[config.mk]
export PLATFORM = sky130hd
export DESIGN_NAME = nic_regbank
export DESIGN_NICKNAME = d
export VERILOG_FILES = /design/src/rtl/nic_regbank_pkg.sv /design/src/rtl/nic_idx_port.sv /design/src/rtl/nic_cfg_regs.sv /design/src/rtl/nic_irq_ctrl.sv /design/src/rtl/nic_regbank.sv
export SDC_FILE = /design/constraint.sdc
export NUM_CORES = 1
export LEC_CHECK = 0
export BUFFER_PORTS_ARGS = -buffer_cell sky130_fd_sc_hd__buf_2
export CORE_MARGIN = 5
export CORE_UTILIZATION = 56
export CTS_CLUSTER_DIAMETER = 120
export CTS_CLUSTER_SIZE = 30
export DETAILED_ROUTE_END_ITERATION = 10
export PLACE_DENSITY = 0.83
export SLEW_MARGIN = 20
export SYNTH_ARGS = -nofsm -noshare
export SYNTH_HDL_FRONTEND = slang
export SYNTH_HIERARCHICAL = 1
export SYNTH_SLANG_ARGS = --single-unit
[constraint.sdc]
create_clock -name clk -period 2.6 [get_ports clk]
set_clock_uncertainty 0.05 [all_clocks]
set_input_delay 0 -clock clk [delete_from_list [all_inputs] [get_ports clk]]
set_output_delay 0 -clock clk [all_outputs]
set_load 0.05 [all_outputs]
[src/rtl/nic_regbank_pkg.sv]
package nic_regbank_pkg;
   localparam logic [7:0] IDX_NETCTL = 8'h00;
   localparam logic [7:0] IDX_RXCTL  = 8'h05;
   localparam logic [7:0] IDX_PHYS   = 8'h10;
   localparam logic [7:0] IDX_MCAST  = 8'h16;
   localparam logic [7:0] IDX_VID    = 8'h28;
   localparam logic [7:0] IDX_PID    = 8'h2A;
   localparam logic [7:0] IDX_ISTAT  = 8'hFE;
   localparam logic [7:0] IDX_IMASK  = 8'hFF;

   // writable bit masks
   localparam logic [7:0] NETCTL_WMASK = 8'h07;
   localparam logic [7:0] RXCTL_WMASK  = 8'h3B;

   typedef enum logic [1:0] {
      LOOP_NONE = 2'b00,
      LOOP_MAC  = 2'b01,
      LOOP_PHY  = 2'b10
   } loop_e;

   typedef struct packed {
      logic drop_long;
      logic drop_crc;
      logic all_mcast;
      logic promisc;
      logic rx_en;
   } rxcfg_t;
endpackage

[src/rtl/nic_idx_port.sv]
module nic_idx_port #(
   parameter int IDX_W = 8
) (
   input  logic             clk,
   input  logic             rst_n,
   input  logic             host_addr,
   input  logic             host_wr,
   input  logic [IDX_W-1:0] host_wdata,
   output logic [IDX_W-1:0] idx,
   output logic             data_we
);
   logic [IDX_W-1:0] idx_q;
   logic             idx_we;

   assign idx_we  = host_wr && !host_addr;
   assign data_we = host_wr &&  host_addr;
   assign idx     = idx_q;

   always_ff @(posedge clk or negedge rst_n) begin
      if (!rst_n)      idx_q <= '0;
      else if (idx_we) idx_q <= host_wdata;
   end

   // index holds across anything but an index-port write
   a_r1_idx_hold: assert property (@(posedge clk) disable iff (!rst_n)
      !(host_wr && !host_addr) |=> $stable(idx_q));
endmodule

[src/rtl/nic_cfg_regs.sv]
module nic_cfg_regs
   import nic_regbank_pkg::*;
#(
   parameter int PAR_BYTES = 6,
   parameter int MAR_BYTES = 8
) (
   input  logic                   clk,
   input  logic                   rst_n,
   input  logic [7:0]             idx,
   input  logic                   data_we,
   input  logic [7:0]             wdata,
   output logic                   srst,
   output loop_e                  loop_mode,
   output rxcfg_t                 rxcfg,
   output logic [8*PAR_BYTES-1:0] phys_addr,
   output logic [8*MAR_BYTES-1:0] mcast_table,
   output logic                   rd_hit,
   output logic [7:0]             rd_data
);
   logic [7:0] ncr_q, rcr_q;
   logic [7:0] par_q [PAR_BYTES];
   logic [7:0] mar_q [MAR_BYTES];

   assign srst = ncr_q[0];

   always_ff @(posedge clk or negedge rst_n) begin
      if (!rst_n) begin
         ncr_q <= '0;
         rcr_q <= '0;
      end else if (srst) begin
         ncr_q <= '0;
         rcr_q <= '0;
      end else if (data_we) begin
         if (idx == IDX_NETCTL) ncr_q <= wdata & NETCTL_WMASK;
         if (idx == IDX_RXCTL)  rcr_q <= wdata & RXCTL_WMASK;
      end
   end

   for (genvar k = 0; k < PAR_BYTES; k++) begin : g_par
      localparam logic [7:0] MY_IDX = 8'(int'(IDX_PHYS) + k);
      always_ff @(posedge clk or negedge rst_n) begin
         if (!rst_n)                         par_q[k] <= '0;
         else if (srst)                      par_q[k] <= '0;
         else if (data_we && idx == MY_IDX)  par_q[k] <= wdata;
      end
      assign phys_addr[8*k +: 8] = par_q[k];
   end

   for (genvar k = 0; k < MAR_BYTES; k++) begin : g_mar
      localparam logic [7:0] MY_IDX = 8'(int'(IDX_MCAST) + k);
      always_ff @(posedge clk or negedge rst_n) begin
         if (!rst_n)                         mar_q[k] <= '0;
         else if (srst)                      mar_q[k] <= '0;
         else if (data_we && idx == MY_IDX)  mar_q[k] <= wdata;
      end
      assign mcast_table[8*k +: 8] = mar_q[k];
   end

   assign loop_mode = loop_e'(ncr_q[2:1]);
   assign rxcfg     = '{drop_long: rcr_q[5], drop_crc: rcr_q[4],
                        all_mcast: rcr_q[3], promisc: rcr_q[1], rx_en: rcr_q[0]};

   always_comb begin
      rd_hit  = 1'b0;
      rd_data = '0;
      if (idx == IDX_NETCTL) begin rd_hit = 1'b1; rd_data = ncr_q; end
      if (idx == IDX_RXCTL)  begin rd_hit = 1'b1; rd_data = rcr_q; end
      for (int k = 0; k < PAR_BYTES; k++)
         if (idx == 8'(int'(IDX_PHYS) + k))  begin rd_hit = 1'b1; rd_data = par_q[k]; end
      for (int k = 0; k < MAR_BYTES; k++)
         if (idx == 8'(int'(IDX_MCAST) + k)) begin rd_hit = 1'b1; rd_data = mar_q[k]; end
   end

   // the reset bit lives one cycle and wipes control state
   a_r7_srst_selfclear: assert property (@(posedge clk) disable iff (!rst_n)
      ncr_q[0] |=> (ncr_q == '0 && rcr_q == '0));
   a_r7_srst_wipes_addr: assert property (@(posedge clk) disable iff (!rst_n)
      ncr_q[0] |=> (phys_addr == '0 && mcast_table == '0));
endmodule

[src/rtl/nic_irq_ctrl.sv]
module nic_irq_ctrl
   import nic_regbank_pkg::*;
#(
   parameter int         NUM_EVT  = 4,
   parameter logic [1:0] BUS_MODE = 2'b00
) (
   input  logic               clk,
   input  logic               rst_n,
   input  logic               srst,
   input  logic [7:0]         idx,
   input  logic               data_we,
   input  logic [7:0]         wdata,
   input  logic [NUM_EVT-1:0] ev_set,
   output logic               irq,
   output logic               ptr_wrap_en,
   output logic               rd_hit,
   output logic [7:0]         rd_data
);
   localparam logic [7:0] EVT_BITS   = 8'((1 << NUM_EVT) - 1);
   localparam logic [7:0] MASK_WBITS = EVT_BITS | 8'h80;

   logic [7:0] sts_q, msk_q, ev8, clr8, sts_nxt;
   logic       sts_we, msk_we;

   assign sts_we  = data_we && idx == IDX_ISTAT;
   assign msk_we  = data_we && idx == IDX_IMASK;
   assign ev8     = 8'(ev_set);
   assign clr8    = sts_we ? (wdata & EVT_BITS) : 8'h00;
   // set beats clear on a collision
   assign sts_nxt = (sts_q & ~clr8) | ev8;

   always_ff @(posedge clk or negedge rst_n) begin
      if (!rst_n) begin
         sts_q <= '0;
         msk_q <= '0;
      end else if (srst) begin
         sts_q <= '0;
         msk_q <= '0;
      end else begin
         sts_q <= sts_nxt;
         if (msk_we) msk_q <= wdata & MASK_WBITS;
      end
   end

   assign irq         = |(sts_q & msk_q & EVT_BITS);
   assign ptr_wrap_en = msk_q[7];

   always_comb begin
      rd_hit  = 1'b0;
      rd_data = '0;
      if (idx == IDX_ISTAT) begin
         rd_hit       = 1'b1;
         rd_data      = sts_q;
         rd_data[7:6] = BUS_MODE;
      end
      if (idx == IDX_IMASK) begin
         rd_hit  = 1'b1;
         rd_data = msk_q;
      end
   end

   for (genvar i = 0; i < NUM_EVT; i++) begin : g_chk
      // a pending event always lands
      a_r6_set_wins: assert property (@(posedge clk) disable iff (!rst_n)
         (ev_set[i] && !srst) |=> sts_q[i]);
      // a one written without a racing event clears
      a_r2_w1c: assert property (@(posedge clk) disable iff (!rst_n)
         (sts_we && wdata[i] && !ev_set[i]) |=> !sts_q[i]);
   end

   // an enabled event raises the line next cycle
   a_r5_irq_raise: assert property (@(posedge clk) disable iff (!rst_n)
      ((|(ev8 & msk_q & EVT_BITS)) && !srst && !msk_we) |=> irq);
endmodule

[src/rtl/nic_regbank.sv]
module nic_regbank
   import nic_regbank_pkg::*;
#(
   parameter int          PAR_BYTES  = 6,
   parameter int          MAR_BYTES  = 8,
   parameter int          NUM_EVT    = 4,
   parameter logic [1:0]  BUS_MODE   = 2'b00,
   parameter logic [15:0] VENDOR_ID  = 16'h0A46,
   parameter logic [15:0] PRODUCT_ID = 16'h0900
) (
   input  logic                   clk,
   input  logic                   rst_n,
   input  logic                   host_addr,
   input  logic                   host_wr,
   input  logic [7:0]             host_wdata,
   output logic [7:0]             host_rdata,
   input  logic [NUM_EVT-1:0]     ev_set,
   output logic                   irq,
   output logic [1:0]             loop_mode,
   output logic                   rx_enable,
   output logic                   rx_promisc,
   output logic                   rx_all_mcast,
   output logic                   rx_drop_crc,
   output logic                   rx_drop_long,
   output logic                   ptr_wrap_en,
   output logic [8*PAR_BYTES-1:0] phys_addr,
   output logic [8*MAR_BYTES-1:0] mcast_table
);
   if (PAR_BYTES < 1 || int'(IDX_PHYS) + PAR_BYTES > int'(IDX_MCAST)) begin : g_bad_par
      $error("PAR_BYTES overlaps the multicast table");
   end
   if (MAR_BYTES < 1 || int'(IDX_MCAST) + MAR_BYTES > int'(IDX_VID)) begin : g_bad_mar
      $error("MAR_BYTES overlaps the identifier registers");
   end
   if (NUM_EVT < 1 || NUM_EVT > 6) begin : g_bad_evt
      $error("NUM_EVT must leave status bits 7:6 for the bus width");
   end
   if (BUS_MODE == 2'b11) begin : g_bad_bus
      $error("BUS_MODE 11 is not a defined width");
   end

   logic [7:0] idx, cfg_rd, irq_rd, id_rd;
   logic       data_we, srst, cfg_hit, irq_hit;
   loop_e      loop_sel;
   rxcfg_t     rxcfg;

   nic_idx_port #(.IDX_W(8)) u_idx (
      .clk(clk), .rst_n(rst_n), .host_addr(host_addr), .host_wr(host_wr),
      .host_wdata(host_wdata), .idx(idx), .data_we(data_we));

   nic_cfg_regs #(.PAR_BYTES(PAR_BYTES), .MAR_BYTES(MAR_BYTES)) u_cfg (
      .clk(clk), .rst_n(rst_n), .idx(idx), .data_we(data_we), .wdata(host_wdata),
      .srst(srst), .loop_mode(loop_sel), .rxcfg(rxcfg), .phys_addr(phys_addr),
      .mcast_table(mcast_table), .rd_hit(cfg_hit), .rd_data(cfg_rd));

   nic_irq_ctrl #(.NUM_EVT(NUM_EVT), .BUS_MODE(BUS_MODE)) u_irq (
      .clk(clk), .rst_n(rst_n), .srst(srst), .idx(idx), .data_we(data_we),
      .wdata(host_wdata), .ev_set(ev_set), .irq(irq), .ptr_wrap_en(ptr_wrap_en),
      .rd_hit(irq_hit), .rd_data(irq_rd));

   always_comb begin
      case (idx)
         IDX_VID:        id_rd = VENDOR_ID[7:0];
         IDX_VID + 8'd1: id_rd = VENDOR_ID[15:8];
         IDX_PID:        id_rd = PRODUCT_ID[7:0];
         IDX_PID + 8'd1: id_rd = PRODUCT_ID[15:8];
         default:        id_rd = '0;
      endcase
   end

   always_comb begin
      if (!host_addr)   host_rdata = idx;
      else if (cfg_hit) host_rdata = cfg_rd;
      else if (irq_hit) host_rdata = irq_rd;
      else              host_rdata = id_rd;
   end

   assign loop_mode    = loop_sel;
   assign rx_enable    = rxcfg.rx_en;
   assign rx_promisc   = rxcfg.promisc;
   assign rx_all_mcast = rxcfg.all_mcast;
   assign rx_drop_crc  = rxcfg.drop_crc;
   assign rx_drop_long = rxcfg.drop_long;
endmodule

## Word level (Yosys, flattened, before mapping)

Cells that the tools add are included.
Widths: inputs -> output; s select.

| storage, ports and cells | value |
|---|---|
| input bits | 16 |
| register bits | 152 |

| operators by class | value |
|---|---|
| muxes and demuxes | 78 |
| eq/ne operators | 20 |
| bitwise logic cells | 4 |
| reductions and logical operators | 41 |

Operators by type and width:

| operator | count |
|---|---|
| $mux 8 | 57 |
| $eq 8x5->1 const B | 14 |
| $reduce_bool 2->1 | 18 |
| $eq 8x6->1 const B | 3 |
| $pmux 7 s3 | 1 |
| $logic_and 1x1->1 | 18 |
| $mux 1 | 18 |
| $eq 8x8->1 const B | 2 |
| $and 8x8->8 | 1 |
| $eq 8x3->1 const B | 1 |
| $logic_not 8->1 | 1 |
| $not 8->8 | 1 |
| $or 8x4->8 | 1 |
| $mux 6 | 1 |
| $and 4x4->4 | 1 |
| $mux 4 | 1 |
| $reduce_and 2->1 | 2 |
| $reduce_or 4->1 | 1 |
| $logic_not 1->1 | 1 |

## Depth between registers and ports, before layout

| depth | value |
|---|---|
| depth in word-level cells | 19 |
| depth in mapped cells | 11 |

## Cells and area by module

Netlist, hierarchy kept.

By module, submodules not included:

| module | area an instance (um^2) | seq. area each (um^2) | cells each | times used |
|---|---|---|---|---|
| nic_cfg_regs | 6080.8 | 3002.9 | 663 | 1 |
| nic_irq_ctrl | 594.3 | 225.2 | 61 | 1 |
| nic_idx_port | 352.8 | 200.2 | 19 | 1 |
| nic_regbank | 267.8 | 0.0 | 40 | 1 |

## Worst setup path after synthesis

No wires, ideal clock.

| path | value |
|---|---|
| path type | reg2out |
| start | register u_idx.idx_q[7], in the netlist u_idx/idx[7] |
| end | output host_rdata[6] |
| cell stages (with the launch flop) | 10 |
| path slack | -0.354 ns |
| arrival time | 2.904 ns |
| buffers on the path | 2 |
| cell sequence | dfrtp_1 or4b_1 buf_2 nor3_4 buf_6 nand2_1 a22o_1 a222oi_1 a21oi_1 a31oi_1 |

| between the ends | value |
|---|---|
| longest elaborated chain between the ends | 19 |

Ends and longest elaborated chain:

| what | line | text |
|---|---|---|
| start, declared | nic_idx_port.sv:12 | `logic [IDX_W-1:0] idx_q;` |
| start signal, assigned | nic_idx_port.sv:21 | `else if (idx_we) idx_q <= host_wdata;` |
| $logic_not 8->1 | nic_cfg_regs.sv:66 | `if (idx == IDX_NETCTL) begin rd_hit = 1'b1; rd_data = ncr_q; end` |
| $mux 8 | nic_cfg_regs.sv:66 |  |
| $mux 8 | nic_cfg_regs.sv:67 | `if (idx == IDX_RXCTL) begin rd_hit = 1'b1; rd_data = rcr_q; end` |
| $mux 8 (6 in a row) | nic_cfg_regs.sv:69 | `if (idx == 8'(int'(IDX_PHYS) + k)) begin rd_hit = 1'b1; rd_data = par_q[k]; end` |
| $mux 8 (7 in a row) | nic_cfg_regs.sv:71 | `if (idx == 8'(int'(IDX_MCAST) + k)) begin rd_hit = 1'b1; rd_data = mar_q[k]; end` |
| $mux 8 * | nic_cfg_regs.sv:71 |  |
| named net cfg_rd[6] | nic_regbank.sv:42 | `logic [7:0] idx, cfg_rd, irq_rd, id_rd;` |
| $mux 8 * | nic_regbank.sv:73 | `else if (cfg_hit) host_rdata = cfg_rd;` |
| $mux 8 * | nic_regbank.sv:72 | `if (!host_addr) host_rdata = idx;` |
| end, declared | nic_regbank.sv:16 | `output logic [7:0] host_rdata,` |

Mark *: on every way through the listed nets, which the timed path passes. The rest lies on a longest branch.

## Final worst setup path

| path | value |
|---|---|
| start | register u_idx.idx_q[6], in the netlist u_idx/idx[6] |
| end | output host_rdata[6] |

The elaborated chain is that of the path after synthesis.

==> run summary <==
status = finished with violations
failing checks = negative setup slack
Die Ht = 124 um
Root Buffer = clkbuf_16
Post-synth EDFFs = 0
#FFs+latches synth = 137
Routed wire per std cell = 22.2 um
iteration-0 DRC count of the detailed router = 945
share of post-route cells with drive strength above 1 = 0.370
cell family with most CP delay = compound AO/OA/AOI/OAI gates
Setup TNS = -1.88 ns
number of library cell types mapped by synthesis = 71
multiplexer share of the synthesized area = 0.108
most frequent cells in the layout = buf_2 (135), dfrtp_1 (131), nand2_1 (119), o21ai_0 (94), buf_4 (79)
Die Footprint = 15,400 sq um
Post-route DRC = 0
Routed Antenna Nets = 0
worst r2r src = u_idx/idx[7]$_DFFE_PN0P_
FMAX = 0.336 GHz
DRT Pass-1 Iters = 8
Design Power = 0.00777 W
Max Cap Viol = 0
diode count = 0
Row Count = 41
Worst-Skew Late Latency = 0.43 ns
Worst Setup Path Type = reg2out
max-slew violation count = 0
initial antenna violation count = 0
CP required = 2.55 ns
total vias in the final route = 7,558
commonest non-fill, non-tap cell in the layout = buf_2
cells along the critical path = nor4b_4, nand2_2, or3_1, a22o_1, a222oi_1, a21oi_1, a31oi_2, buf_6
RR Endpoint = u_cfg/mcast_table[63]$_DFFE_PN0P_
clock slew at reported path FFs = 0.06 ns
ys flop type = dfrtp_1
Seq/Total Area, Yosys = 0.470
worst slack at placement = -0.139 ns
Routability Congestion = 0.976
final core occ = 0.783
Yosys warnings = 6
post-DR vias/cell = 6.39
Initial Util = 0.573
CTS tree = built
R2R cell count = 7
Tmin final = 2.97 ns
Final Hold Viols = 0
Async S/R FF share, synth = 1.00
Worst slew margin = 0.347
unrepaired setup endpoints after global routing = true
Hold EP = u_idx/idx[1]$_DFFE_PN0P_
largest fanout on the critical path = 4
total grt overflow = 0
vias in the first global route = 7,124
min-delay src = host_wr
final setup margin = -0.372 ns
DP Wirelength = 17.6 mm
worst path arrival time = 2.92 ns
Core Region = 12,700 sq um
hold depth = 3
max incr delay on CP = 0.46 ns
Fillers = 859
cell area after synthesis = 7300 sq um
endpoints failing setup = 8
htree depth = 4
first-pass GRT wire length = 39.9 mm
IO Port Bufs = 144
Num CTS Buffers = 17
Bufs on Longest Clock Path = 2
worst slew pin tran = 0.976 ns
R2R setup slack = 0.09 ns
crit path buf inv count = 1
Worst path slowest cell = dfrtp_2
die width = 124 um
pwr dens = 780 nW/um^2
area grow syn2layout = 36.6%
GRT Overall Usage = 0.346
Peak VDD IR = 0.610 mV
main combinational cell family by area after synthesis = simple AND/OR/NAND/NOR gates
Layout Nets = 1,014
WL final = 26.3 mm
Leak = 4.88 nW
Post-Syn Instances = 783
XOR/XNOR share of the synthesized area = 0
simple-gate share of the synthesized area = 0.198
Hold Crit Class = in2reg
Worst Setup End Kind = primary output
clk sink count = 137
Ports = 145
crit start category = register
Compound-Gate Fraction of Synth Area = 0.177
largest net degree at the start of global routing = 66
Synth Area in Adders = 0
period utilization = 1.14
average size of a mapped cell = 9.32 sq um
-- cell usage after synthesis (3+ instances only) --
| library cell | count | share of area |
|---|---|---|
| a211oi_1 | 6 | 0.0062 |
| a21oi_1 | 33 | 0.023 |
| a221oi_1 | 6 | 0.0072 |
| a22o_1 | 3 | 0.0036 |
| a22oi_1 | 11 | 0.011 |
| a311oi_1 | 5 | 0.0060 |
| a31oi_1 | 11 | 0.0094 |
| a41oi_1 | 3 | 0.0036 |
| and3_1 | 4 | 0.0034 |
| buf_1 | 4 | 0.0021 |
| buf_2 | 17 | 0.012 |
| buf_4 | 5 | 0.0051 |
| clkbuf_1 | 37 | 0.019 |
| dfrtp_1 | 137 | 0.47 |
| inv_1 | 7 | 0.0036 |
| mux2_2 | 6 | 0.0093 |
| mux2_4 | 8 | 0.016 |
| mux2i_1 | 51 | 0.070 |
| mux4_2 | 4 | 0.012 |
| nand2_1 | 123 | 0.063 |
| nand2b_1 | 19 | 0.016 |
| nand3_1 | 22 | 0.015 |
| nand3b_1 | 4 | 0.0041 |
| nand4_1 | 4 | 0.0034 |
| nor2_1 | 60 | 0.031 |
| nor2b_1 | 12 | 0.010 |
| nor3_1 | 10 | 0.0069 |
| o211ai_1 | 4 | 0.0041 |
| o21a_1 | 4 | 0.0041 |
| o21ai_0 | 98 | 0.067 |
| o221ai_1 | 3 | 0.0036 |
| o22ai_1 | 8 | 0.0069 |
-- worst register-to-register path, delay by kind of cell (launching register included) --
| kind | cells | cell delay, ns |
|---|---|---|
| AOI/OAI and AO/OA | 2 | 1.00 |
| and+or+nand+nor | 2 | 0.31 |
| buffers and inverters | 3 | 0.54 |
| DFF | 1 | 0.43 |
-- where the power goes --
part	internal, W	total, W	switching [W]
Sequential	0.00241	0.00270	0.000293
Clock	0.00143	0.00239	0.000955
Combinational	0.000826	0.00268	0.00186
Total	0.00467	0.00777	0.00311
-- flip-flops by register name (all words and copies together), names as in the netlist --
register,count
u_cfg/rcr_q,5
u_irq/sts_q,4
u_cfg/ncr_q,3
u_idx/idx,8
u_cfg/phys_addr,48
u_irq/msk_q,5
u_cfg/mcast_table,64
-- cells by family after synthesis --
kind of cell | count (synthesis)
compound gates | 212
buf+inv | 76
flops | 137
mux | 69
other cells | 1
simple gates | 288
-- area by class of cell --
class / count / area, sq um / share of cell area
well taps: 172 / 215 / 0.0216
repair buffers: 259 / 1830 / 0.184
inverters: 11 / 42.5 / 0.00427
clock buffers: 18 / 439 / 0.0441
flip-flops and latches: 137 / 3440 / 0.345
multi-input cells: 572 / 3850 / 0.387
clock inverters: 14 / 146 / 0.0147
-- how the worst max path moves through the flow --
stage,from,endpoint,slack (ns),cells past startpoint
floorplan,u_idx/idx[7]$_DFFE_PN0P_,host_rdata[6],-0.11,9
global placement,u_idx/idx[7]$_DFFE_PN0P_,host_rdata[6],-0.04,8
detailed placement,u_idx/idx[7]$_DFFE_PN0P_,host_rdata[6],-0.14,8
CTS,u_idx/idx[7]$_DFFE_PN0P_,host_rdata[6],-0.24,8
global route,u_idx/idx[7]$_DFFE_PN0P_,host_rdata[2],-0.46,9
finish,u_idx/idx[6]$_DFFE_PN0P_,host_rdata[6],-0.37,8
-- routing by layer --
metal  vias to the layer above  global-route usage  wire length, um
met5                         -                   0                0
met4                         0               0.133             1060
met3                       108              0.0695             2680
met2                       540               0.547            12200
met1                      3688               0.473            10400
li1                       3222                   -                -
-- repair_timing --
| action | in CTS | in global routing |
|---|---|---|
| endpoints found under the hold margin | 127 | 0 |
| hold buffers | 14 | 0 |
| setup endpoints to repair | 8 | 8 |
| buffers inserted | 25 | 8 |
| gates cloned | 1 | 0 |
| resized for setup | 63 | 37 |
| pin swaps | 31 | 20 |
-- stage by stage --
stage,cell area [sq um],cells,hold WS [ns]
6_report,9960,1183,0.0559
3_3_place_gp,8530,1103,-0.0235
4_1_cts,9740,1175,0.0314
3_5_place_dp,8530,1103,-0.0265
5_1_grt,9960,1183,0.0472
2_1_floorplan,7330,785,-0.346
Note: power is estimated with default switching activity, not from simulation.
